--- config.mk ---
export PLATFORM = sky130hd
export DESIGN_NAME = rx_addr_filter
export DESIGN_NICKNAME = d
export VERILOG_FILES = /design/src/rtl/rxf_pkg.sv /design/src/rtl/rxf_regs.sv /design/src/rtl/rxf_hash.sv /design/src/rtl/rxf_decide.sv /design/src/rtl/rx_addr_filter.sv
export SDC_FILE = /design/constraint.sdc
export NUM_CORES = 1
export LEC_CHECK = 0
export BUFFER_PORTS_ARGS = -buffer_cell sky130_fd_sc_hd__buf_2
export CORE_MARGIN = 1
export CORE_UTILIZATION = 45
export CTS_CLUSTER_DIAMETER = 100
export DETAILED_ROUTE_END_ITERATION = 7
export GPL_ROUTABILITY_DRIVEN = 0
export HOLD_SLACK_MARGIN = 0.15
export SKIP_LAST_GASP = 1
export SYNTH_ARGS = -nofsm -noshare
export SYNTH_HDL_FRONTEND = slang
export SYNTH_SLANG_ARGS = --single-unit
--- constraint.sdc ---
create_clock -name clk -period 2.94 [get_ports clk]
set_input_delay 0.588 -clock clk [delete_from_list [all_inputs] [get_ports clk]]
set_output_delay 0.588 -clock clk [all_outputs]
set_load 0.005 [all_outputs]
--- src/rtl/rxf_pkg.sv ---
package rxf_pkg;
    localparam int ADDR_W = 48;
    localparam int WORD_W = 32;
    localparam int OFS_W  = 4;
    localparam int HASH_W = 6;
    localparam int NUM_STA = 2;
    localparam int CTRL_W = 4;

    localparam int N_SLICE = ADDR_W / HASH_W;
    localparam int TBL_N   = 1 << HASH_W;
    localparam int HI_W    = ADDR_W - WORD_W;

    // control bit positions
    localparam int CB_HASH_ALL = 2;
    localparam int CB_BCAST    = 3;

    // word offsets
    localparam logic [OFS_W-1:0] OFS_GRP_LO = 4'd4;
    localparam logic [OFS_W-1:0] OFS_GRP_HI = 4'd5;
    localparam logic [OFS_W-1:0] OFS_CTRL   = 4'd7;

    typedef enum logic {
        ST_IDLE   = 1'b0,
        ST_REPORT = 1'b1
    } dec_state_e;
endpackage

--- src/rtl/rxf_regs.sv ---
module rxf_regs
    import rxf_pkg::*;
(
    input  logic                              clk,
    input  logic                              rst_n,
    input  logic                              cfg_wr,
    input  logic [OFS_W-1:0]                  cfg_ofs,
    input  logic [WORD_W-1:0]                 cfg_data,
    output logic [NUM_STA-1:0][ADDR_W-1:0]    sta_addr,
    output logic [TBL_N-1:0]                  grp_tbl,
    output logic [CTRL_W-1:0]                 rx_ctrl
);
    for (genvar k = 0; k < NUM_STA; k++) begin : g_sta
        logic [ADDR_W-1:0] sa_q;
        always_ff @(posedge clk) begin
            if (!rst_n) begin
                sa_q <= '0;
            end else if (cfg_wr) begin
                if (cfg_ofs == OFS_W'(2 * k))
                    sa_q[WORD_W-1:0] <= cfg_data;
                if (cfg_ofs == OFS_W'(2 * k + 1))
                    sa_q[ADDR_W-1:WORD_W] <= cfg_data[HI_W-1:0];
            end
        end
        assign sta_addr[k] = sa_q;
    end

    logic [WORD_W-1:0] grp_lo_q, grp_hi_q;
    logic [CTRL_W-1:0] ctrl_q;

    always_ff @(posedge clk) begin
        if (!rst_n) begin
            grp_lo_q <= '0;
            grp_hi_q <= '0;
            ctrl_q   <= '0;
        end else if (cfg_wr) begin
            if (cfg_ofs == OFS_GRP_LO) grp_lo_q <= cfg_data;
            if (cfg_ofs == OFS_GRP_HI) grp_hi_q <= cfg_data;
            if (cfg_ofs == OFS_CTRL)   ctrl_q   <= cfg_data[CTRL_W-1:0];
        end
    end

    assign grp_tbl = {grp_hi_q, grp_lo_q};
    assign rx_ctrl = ctrl_q;
endmodule

--- src/rtl/rxf_hash.sv ---
module rxf_hash
    import rxf_pkg::*;
(
    input  logic [ADDR_W-1:0] dst_addr,
    output logic [HASH_W-1:0] hash_idx
);
    always_comb begin
        hash_idx = '0;
        for (int s = 0; s < N_SLICE; s++)
            hash_idx = hash_idx ^ dst_addr[s*HASH_W +: HASH_W];
    end
endmodule

--- src/rtl/rxf_decide.sv ---
module rxf_decide
    import rxf_pkg::*;
(
    input  logic                           clk,
    input  logic                           rst_n,
    input  logic                           addr_valid,
    input  logic [ADDR_W-1:0]              dst_addr,
    input  logic [NUM_STA-1:0][ADDR_W-1:0] sta_addr,
    input  logic [TBL_N-1:0]               grp_tbl,
    input  logic [CTRL_W-1:0]              rx_ctrl,
    input  logic [HASH_W-1:0]              hash_idx,
    output logic                           dec_valid,
    output logic                           dec_accept
);
    logic [NUM_STA-1:0] sta_hit;
    logic bc_hit, grp_hit, match;

    for (genvar k = 0; k < NUM_STA; k++) begin : g_cmp
        assign sta_hit[k] = rx_ctrl[k] && (dst_addr == sta_addr[k]);
    end

    assign bc_hit  = rx_ctrl[CB_BCAST] && (&dst_addr);
    assign grp_hit = (rx_ctrl[CB_HASH_ALL] || dst_addr[0]) && grp_tbl[hash_idx];
    assign match   = (|sta_hit) || bc_hit || grp_hit;

    dec_state_e state_q, state_d;
    logic       accept_q;

    always_comb begin
        state_d = state_q;
        unique case (state_q)
            ST_IDLE:   state_d = addr_valid ? ST_REPORT : ST_IDLE;    // GO_REPORT
            ST_REPORT: state_d = addr_valid ? ST_REPORT : ST_IDLE;    // STAY_REPORT / BACK_IDLE
            default:   state_d = ST_IDLE;
        endcase
    end

    always_ff @(posedge clk) begin
        if (!rst_n) begin
            state_q  <= ST_IDLE;
            accept_q <= 1'b0;
        end else begin
            state_q  <= state_d;
            accept_q <= addr_valid && match;
        end
    end

    always_comb begin
        dec_valid  = (state_q == ST_REPORT);
        dec_accept = dec_valid && accept_q;
    end
endmodule

--- src/rtl/rx_addr_filter.sv ---
module rx_addr_filter
    import rxf_pkg::*;
(
    input  logic              clk,
    input  logic              rst_n,
    input  logic              cfg_wr,
    input  logic [OFS_W-1:0]  cfg_ofs,
    input  logic [WORD_W-1:0] cfg_data,
    input  logic              addr_valid,
    input  logic [ADDR_W-1:0] dst_addr,
    output logic              dec_valid,
    output logic              dec_accept
);
    logic [NUM_STA-1:0][ADDR_W-1:0] sta_addr;
    logic [TBL_N-1:0]               grp_tbl;
    logic [CTRL_W-1:0]              rx_ctrl;
    logic [HASH_W-1:0]              hash_idx;

    rxf_regs u_regs (
        .clk      (clk),
        .rst_n    (rst_n),
        .cfg_wr   (cfg_wr),
        .cfg_ofs  (cfg_ofs),
        .cfg_data (cfg_data),
        .sta_addr (sta_addr),
        .grp_tbl  (grp_tbl),
        .rx_ctrl  (rx_ctrl)
    );

    rxf_hash u_hash (
        .dst_addr (dst_addr),
        .hash_idx (hash_idx)
    );

    rxf_decide u_decide (
        .clk        (clk),
        .rst_n      (rst_n),
        .addr_valid (addr_valid),
        .dst_addr   (dst_addr),
        .sta_addr   (sta_addr),
        .grp_tbl    (grp_tbl),
        .rx_ctrl    (rx_ctrl),
        .hash_idx   (hash_idx),
        .dec_valid  (dec_valid),
        .dec_accept (dec_accept)
    );
endmodule

## Word level (Yosys, flattened, before mapping)

Cells that the tools add are included.
W data, S select, Z words.

| word-level totals | value |
|---|---|
| flip-flop bits (word level) | 166 |
| latch bits | 0 |
| memory bits (writable) | 0 |
| bits in read-only memories | 0 |
| output and inout bits | 2 |
| word-level logic and storage cells | 47 |
| memories kept | 0 |

| cells by class | value |
|---|---|
| $add $sub $neg | 0 |
| $mul | 0 |
| div/mod/pow operators | 0 |
| magnitude comparators | 1 |
| eq/ne operators | 8 |
| shifts and indexed selects | 0 |
| multiplexer cells | 3 |
| bitwise logic cells | 7 |
| reductions and logical operators | 19 |

Operators by type and width:

| kind | count |
|---|---|
| $eq A48 B48 Y1 | 2 |
| $reduce_and A48 Y1 | 1 |
| $xor A6 B6 Y6 | 7 |
| $reduce_and A2 Y1 | 7 |
| $eq A4 B3 Y1 const B | 3 |
| $eq A4 B2 Y1 const B | 2 |
| $lt A6 B7 Y1 const B | 1 |
| $bmux W1 S6 | 1 |
| $logic_and A1 B1 Y1 | 6 |
| $eq A4 B1 Y1 const B | 1 |
| $logic_not A4 Y1 | 1 |
| $logic_or A1 B1 Y1 | 3 |
| $mux W1 | 2 |
| $reduce_or A2 Y1 | 1 |

## Longest topological paths before layout

| logic depth | value |
|---|---|
| word-level depth | 12 |
| mapped depth | 9 |
| gate-level depth less buffers | 8 |

## By module

A second synthesis with hierarchy kept.

| second synthesis, totals | value |
|---|---|
| cell total of the unflattened synthesis | 838 |
| area, all modules | 8131.5 um^2 |

By module, submodules not included:

| module | instances | cells each | area an instance (um^2) | sequential area each (um^2) |
|---|---|---|---|---|
| rxf_regs | 1 | 576 | 5943.2 | 3283.1 |
| rxf_decide | 1 | 220 | 1820.5 | 40.0 |
| rxf_hash | 1 | 42 | 367.9 | 0.0 |

## Worst setup path after synthesis

Ideal clock, no wire load.

| path | value |
|---|---|
| path kind | input-to-reg |
| from | input dst_addr[36] |
| to | register u_decide.accept_q |
| library setup time | 0.122 ns |
| arrival time | 2.527 ns |
| slack | 0.290 ns |
| stages on the path | 9 |
| path buffers | 1 |
| path through | xor2_1 xnor2_1 xnor2_2 buf_4 mux4_2 mux2i_1 mux2i_1 mux2i_1 a22oi_2 |

| on the way | value |
|---|---|
| word-level cells in the longest chain between the ends | 7 |

Ends and longest elaborated chain:

| what | RTL line | text |
|---|---|---|
| start, declared | rx_addr_filter.sv:10 | `input logic [ADDR_W-1:0] dst_addr,` |
| $xor A6 B6 Y6 (2 in a row) | rxf_hash.sv:10 | `hash_idx = hash_idx ^ dst_addr[s*HASH_W +: HASH_W];` |
| $bmux W1 S6 | rxf_decide.sv:23 | `assign grp_hit = (rx_ctrl[CB_HASH_ALL] \|\| dst_addr[0]) && grp_tbl[hash_idx];` |
| $mux W1 (implied by the code) | rxf_decide.sv:23 |  |
| $logic_and A1 B1 Y1 | rxf_decide.sv:23 |  |
| $logic_or A1 B1 Y1 * | rxf_decide.sv:24 | `assign match = (\|sta_hit) \|\| bc_hit \|\| grp_hit;` |
| $logic_and A1 B1 Y1 * | rxf_decide.sv:44 | `accept_q <= addr_valid && match;` |
| end signal, assigned | rxf_decide.sv:44 |  |
| end, declared | rxf_decide.sv:27 | `logic accept_q;` |

Mark *: on every way between the ends. The rest lies on a longest branch, timed or not. The select of a mux whose other input is x is not followed.
A chain may end at the register's enable or synchronous reset.

## Final worst setup path

| path | value |
|---|---|
| from | input dst_addr[12] |
| to | register u_decide.accept_q |

| on the way | value |
|---|---|
| word-level cells in the longest chain between the ends | 11 |

Ends and longest elaborated chain:

| what | RTL line |
|---|---|
| $xor A6 B6 Y6 (6 in a row) | rxf_hash.sv:10 |
| $bmux W1 S6 | rxf_decide.sv:23 |
| $mux W1 (implied by the code) | rxf_decide.sv:23 |
| $logic_and A1 B1 Y1 | rxf_decide.sv:23 |
| $logic_or A1 B1 Y1 * | rxf_decide.sv:24 |
| $logic_and A1 B1 Y1 * | rxf_decide.sv:44 |

Marks and branches as above.

==> summary by stage <==
Global route
Entering global routing, the biggest net connects between 150 and 200 pins. The via count of the first global-routing pass is 6419. The total routing resource utilization after global routing is 28.5%. The total grt overflow is 0. The global-route wire length before repair is 38800 um.

The initial antenna violation count is 0.

Power and ir drop
The power per cell area is between 500 and 600 nW/um^2. The leakage dissipation is around 0.0037 uW. IR analysis of the VDD net gives a maximum drop of ~0.00066 V.

Finish
The final non-filler cell area is 9620 sq um. Fill cells in the final layout number 1782. The finished layout holds 1271 standard cells, fillers aside. The repair_antennas step left the layout with diodes totalling 0. The area taken by flip-flops and latches is 3320 sq um. The area growth from synthesis to layout is 16.2%. The final layout contains 1117 nets. The area of the multi-input gates is around 4700 sq um.

The post-route netlist has 15.1% of its cells at a drive strength greater than 1.

Routing
The first-pass iteration count of the detailed router is 7. The detail-routed net length per standard cell is 20.5 um. The overall via count from detail_route is 6907.

The detailed router finished its first iteration with between 600 and 700 violations. The number of vias per cell is between 5 and 6. The routed wire length is 26000 um. In this run the remaining antenna-violating nets after routing total 0. For this run, design rule violations remaining after detail routing come to 0.

Floorplan
The die is 138 um tall. The area of the die is 18900 sq um. The core area is 18000 sq um. Once the floorplan was initialized, standard cells occupied 45.9% of the core. The number of placed I/O pins is 90. The total number of placement rows is 49.

The width of the die is 138 um.

Min path
The worst hold-check path type is in -> reg.

Setup path
The startpoint of the worst setup timing path is dst_addr[12]. In this run the worst setup path terminates at u_decide.accept_q$_SDFF_PN0_. On the critical path, the stage with the largest delay is an instance of sky130_fd_sc_hd__mux4_1.

The type of the worst setup path is in -> reg. The critical path goes through buf_2, xnor2_1, xnor2_1, xnor2_2, buf_12, mux4_1, mux2i_1, mux2i_1, a21oi_1, a22oi_2. The data arrival time at the worst-slack endpoint is 2710 ps. Data on the critical path is required at its endpoint by 3250 ps. The maximum fanout along the worst path is 18. The worst setup path is launched from a primary input.

The worst register-to-register path ends at u_decide.accept_q$_SDFF_PN0_. Setup slack on the worst reg-to-reg path comes out at 610 ps. The number of gates on the worst path with buffers counted is 10. The startpoint identified for the worst register-to-register timing path is u_regs.g_sta[0].sa_q[13]$_SDFFE_PN0P_.

The critical path buffer and inverter count is 2. Broken down by cell family, the worst path's largest delay share belongs to multiplexers. The stage delay of the slowest cell on the critical path is 560 ps. The type of destination of the critical path is a flip-flop. The depth of the worst register-to-register path is 7.

Clock tree
TritonCTS built the clock tree. After clock tree synthesis, the flow added hold-fix buffers numbering 0. The number of sinks on the clock net is 166. The clock-pin slew of the registers on the worst-case setup and hold paths is ~70 ps. The H-tree was split into 4 levels. The setup fix buffers added after clock tree synthesis is 0. The number of buffers inserted during clock tree synthesis is 17. The largest buffer count on any clock path is 2. The later pin in the worst-skew pair is clocked with a latency of 430 ps. The post-CTS resize count is 0. Clock tree synthesis selected as its root buffer the cell sky130_fd_sc_hd__clkbuf_16.

Synthesis
In this run the cell area of the synthesized design comes to around 8300 sq um. The register bit total from synthesis is 166. When the netlist entered floorplanning its net count stood at 1042. Counting flops with a built-in enable in the synthesized netlist gives 0.

The most area-hungry cell type in the Yosys netlist is sky130_fd_sc_hd__dfxtp_1. After synthesis, the share of flip-flops with an asynchronous set or reset is 0%. After synthesis, the cell types taking the most area are sky130_fd_sc_hd__dfxtp_1, sky130_fd_sc_hd__nand2_1, sky130_fd_sc_hd__a21boi_0. The dominant synthesized flop cell is sky130_fd_sc_hd__dfxtp_1. In this run the biggest area consumer among cell types represents 40.1% of the synthesized area. The yosys synthesis warning count is 0. Sequential cells were found to cover 40.1% of the synthesized design area. The mean instance size in the synthesized netlist is 8.68 sq um.

Synthesis produced 954 cells. After synthesis, the netlist uses 43 different library cells.

Status
The flow ran to the end, and the final reports show no timing, DRC or antenna violations.

Timing
The shortest period the worst path allows is roughly 2400 ps. The ratio of final minimum period to clock period is 81.6%. Across the routed clock network, the largest skew measured is 4.78 ps.

Final hold analysis gives a worst-case slack of 446 ps. At the pin with the least slew margin, the transition time is 861 ps. The post-route worst setup slack is ~540 ps. The worst slew margin relative to its limit is 42.5%. The number of pins with negative max-slew slack in the final report is 0. The final number of hold-violating endpoints is 0. The setup TNS is 0 ps.

Setup repair after global routing left no endpoint under its margin. Setup violations remaining at the end of the flow were counted as 0. For this run, the top clock speed supported by timing is 417 MHz.

Placement
Summed over all nets, the half-perimeter wirelength after detailed placement is 18200 um. The number of port buffers is 89. After detailed placement, the design holds a cell count of 1239. Before CTS, the worst setup slack after placement is about 120 ps.

The total placed instance area is 9010 sq um.

Flow run
The tool flagged a number of max-cap violations equal to 0.
worst register-to-register path, stage by stage, from the launching register on:
cell                      delay, ps
sky130_fd_sc_hd__dfxtp_1        340
sky130_fd_sc_hd__xor2_1         200
sky130_fd_sc_hd__nor4_1         450
sky130_fd_sc_hd__nand4_1        180
sky130_fd_sc_hd__or4_1          490
sky130_fd_sc_hd__a31oi_1        330
sky130_fd_sc_hd__a21oi_1         90
sky130_fd_sc_hd__a22oi_2        180
worst min path at each step:
stage | startpoint | end | cells past startpoint
finish | cfg_data[20] | u_regs.grp_hi_q[20]$_SDFFE_PN0P_ | 3
global route | cfg_data[20] | u_regs.grp_hi_q[20]$_SDFFE_PN0P_ | 3
CTS | cfg_data[20] | u_regs.grp_hi_q[20]$_SDFFE_PN0P_ | 3
detailed placement | u_regs.g_sta[1].sa_q[42]$_SDFFE_PN0P_ | u_regs.g_sta[1].sa_q[42]$_SDFFE_PN0P_ | 2
global placement | u_regs.grp_hi_q[10]$_SDFFE_PN0P_ | u_regs.grp_hi_q[10]$_SDFFE_PN0P_ | 2
floorplan | u_regs.g_sta[1].sa_q[32]$_SDFFE_PN0P_ | u_regs.g_sta[1].sa_q[32]$_SDFFE_PN0P_ | 2
state kept, by name, summed over array words and instances (netlist names):
name	cells
u_regs.g_sta.sa_q	96
u_regs.grp_hi_q	32
u_regs.grp_lo_q	32
u_regs.rx_ctrl	4
u_decide.accept_q	1
u_decide.dec_valid	1
metrics by stage:
stage	total power [uW]	utilization (%)
2_1_floorplan	2860	-
3_3_place_gp	3240	50.0
3_5_place_dp	3240	50.0
4_1_cts	5540	53.4
5_1_grt	5700	53.4
6_report	5520	53.4
synthesized netlist by cell type (all sizes together) (4+ instances only):
library cell and number:
nand2 293, dfxtp 166, a21boi 144, xor2 94, clkbuf 52, xnor2 39
mux2i 36, nor4 23, nor2b 21, nand4 17, mux4 13, nor2 8
inv 5, nand3 5, nor3 4
cell usage in the layout (no fill, tap or decap), types with 5 or more instances in the layout:
| cell type | count |
|---|---|
| sky130_fd_sc_hd__a21boi_0 | 128 |
| sky130_fd_sc_hd__a21boi_1 | 16 |
| sky130_fd_sc_hd__buf_2 | 88 |
| sky130_fd_sc_hd__buf_4 | 20 |
| sky130_fd_sc_hd__clkbuf_16 | 17 |
| sky130_fd_sc_hd__clkinv_4 | 5 |
| sky130_fd_sc_hd__dfxtp_1 | 166 |
| sky130_fd_sc_hd__inv_1 | 5 |
| sky130_fd_sc_hd__mux2i_1 | 36 |
| sky130_fd_sc_hd__mux4_1 | 5 |
| sky130_fd_sc_hd__mux4_2 | 8 |
| sky130_fd_sc_hd__nand2_1 | 293 |
| sky130_fd_sc_hd__nand3_1 | 5 |
| sky130_fd_sc_hd__nand4_1 | 17 |
| sky130_fd_sc_hd__nor2_1 | 8 |
| sky130_fd_sc_hd__nor2b_1 | 21 |
| sky130_fd_sc_hd__nor4_1 | 23 |
| sky130_fd_sc_hd__xnor2_1 | 37 |
| sky130_fd_sc_hd__xor2_1 | 94 |
layer usage:
layer	track usage [%]	share of wire [%]	vias to the layer above
met5	0	0	-
met4	11.1	2.8	0
met3	5.59	6.5	40
met2	42.7	44	234
met1	40.0	47	3291
li1	-	-	3342
report_power, final:
group / internal (uW) / leakage (uW) / switching (uW) / total, uW
clock network: 1340 / 0.000296 / 974 / 2310
logic: 402 / 0.00211 / 502 / 905
registers: 2280 / 0.00134 / 21.2 / 2300
cell type report:
class | instances | share of cell area, %
repair buffers | 111 | 6.76
flip-flops and latches | 166 | 34.5
well taps | 229 | 2.98
multi-input cells | 727 | 49.1
inverters | 6 | 0.234
clock buffers | 21 | 4.89
clock inverters | 11 | 1.46
cells by family after synthesis:
group | Yosys count | share of synthesized area (%)
buffers and inverters | 61 | 2.84
xor gates and xnor gates | 133 | 14.3
AOI/OAI and AO/OA | 157 | 14.3
muxes | 50 | 8.25
and+or+nand+nor | 387 | 20.2
DFF | 166 | 40.1
Note: power is estimated with default switching activity, not from simulation.
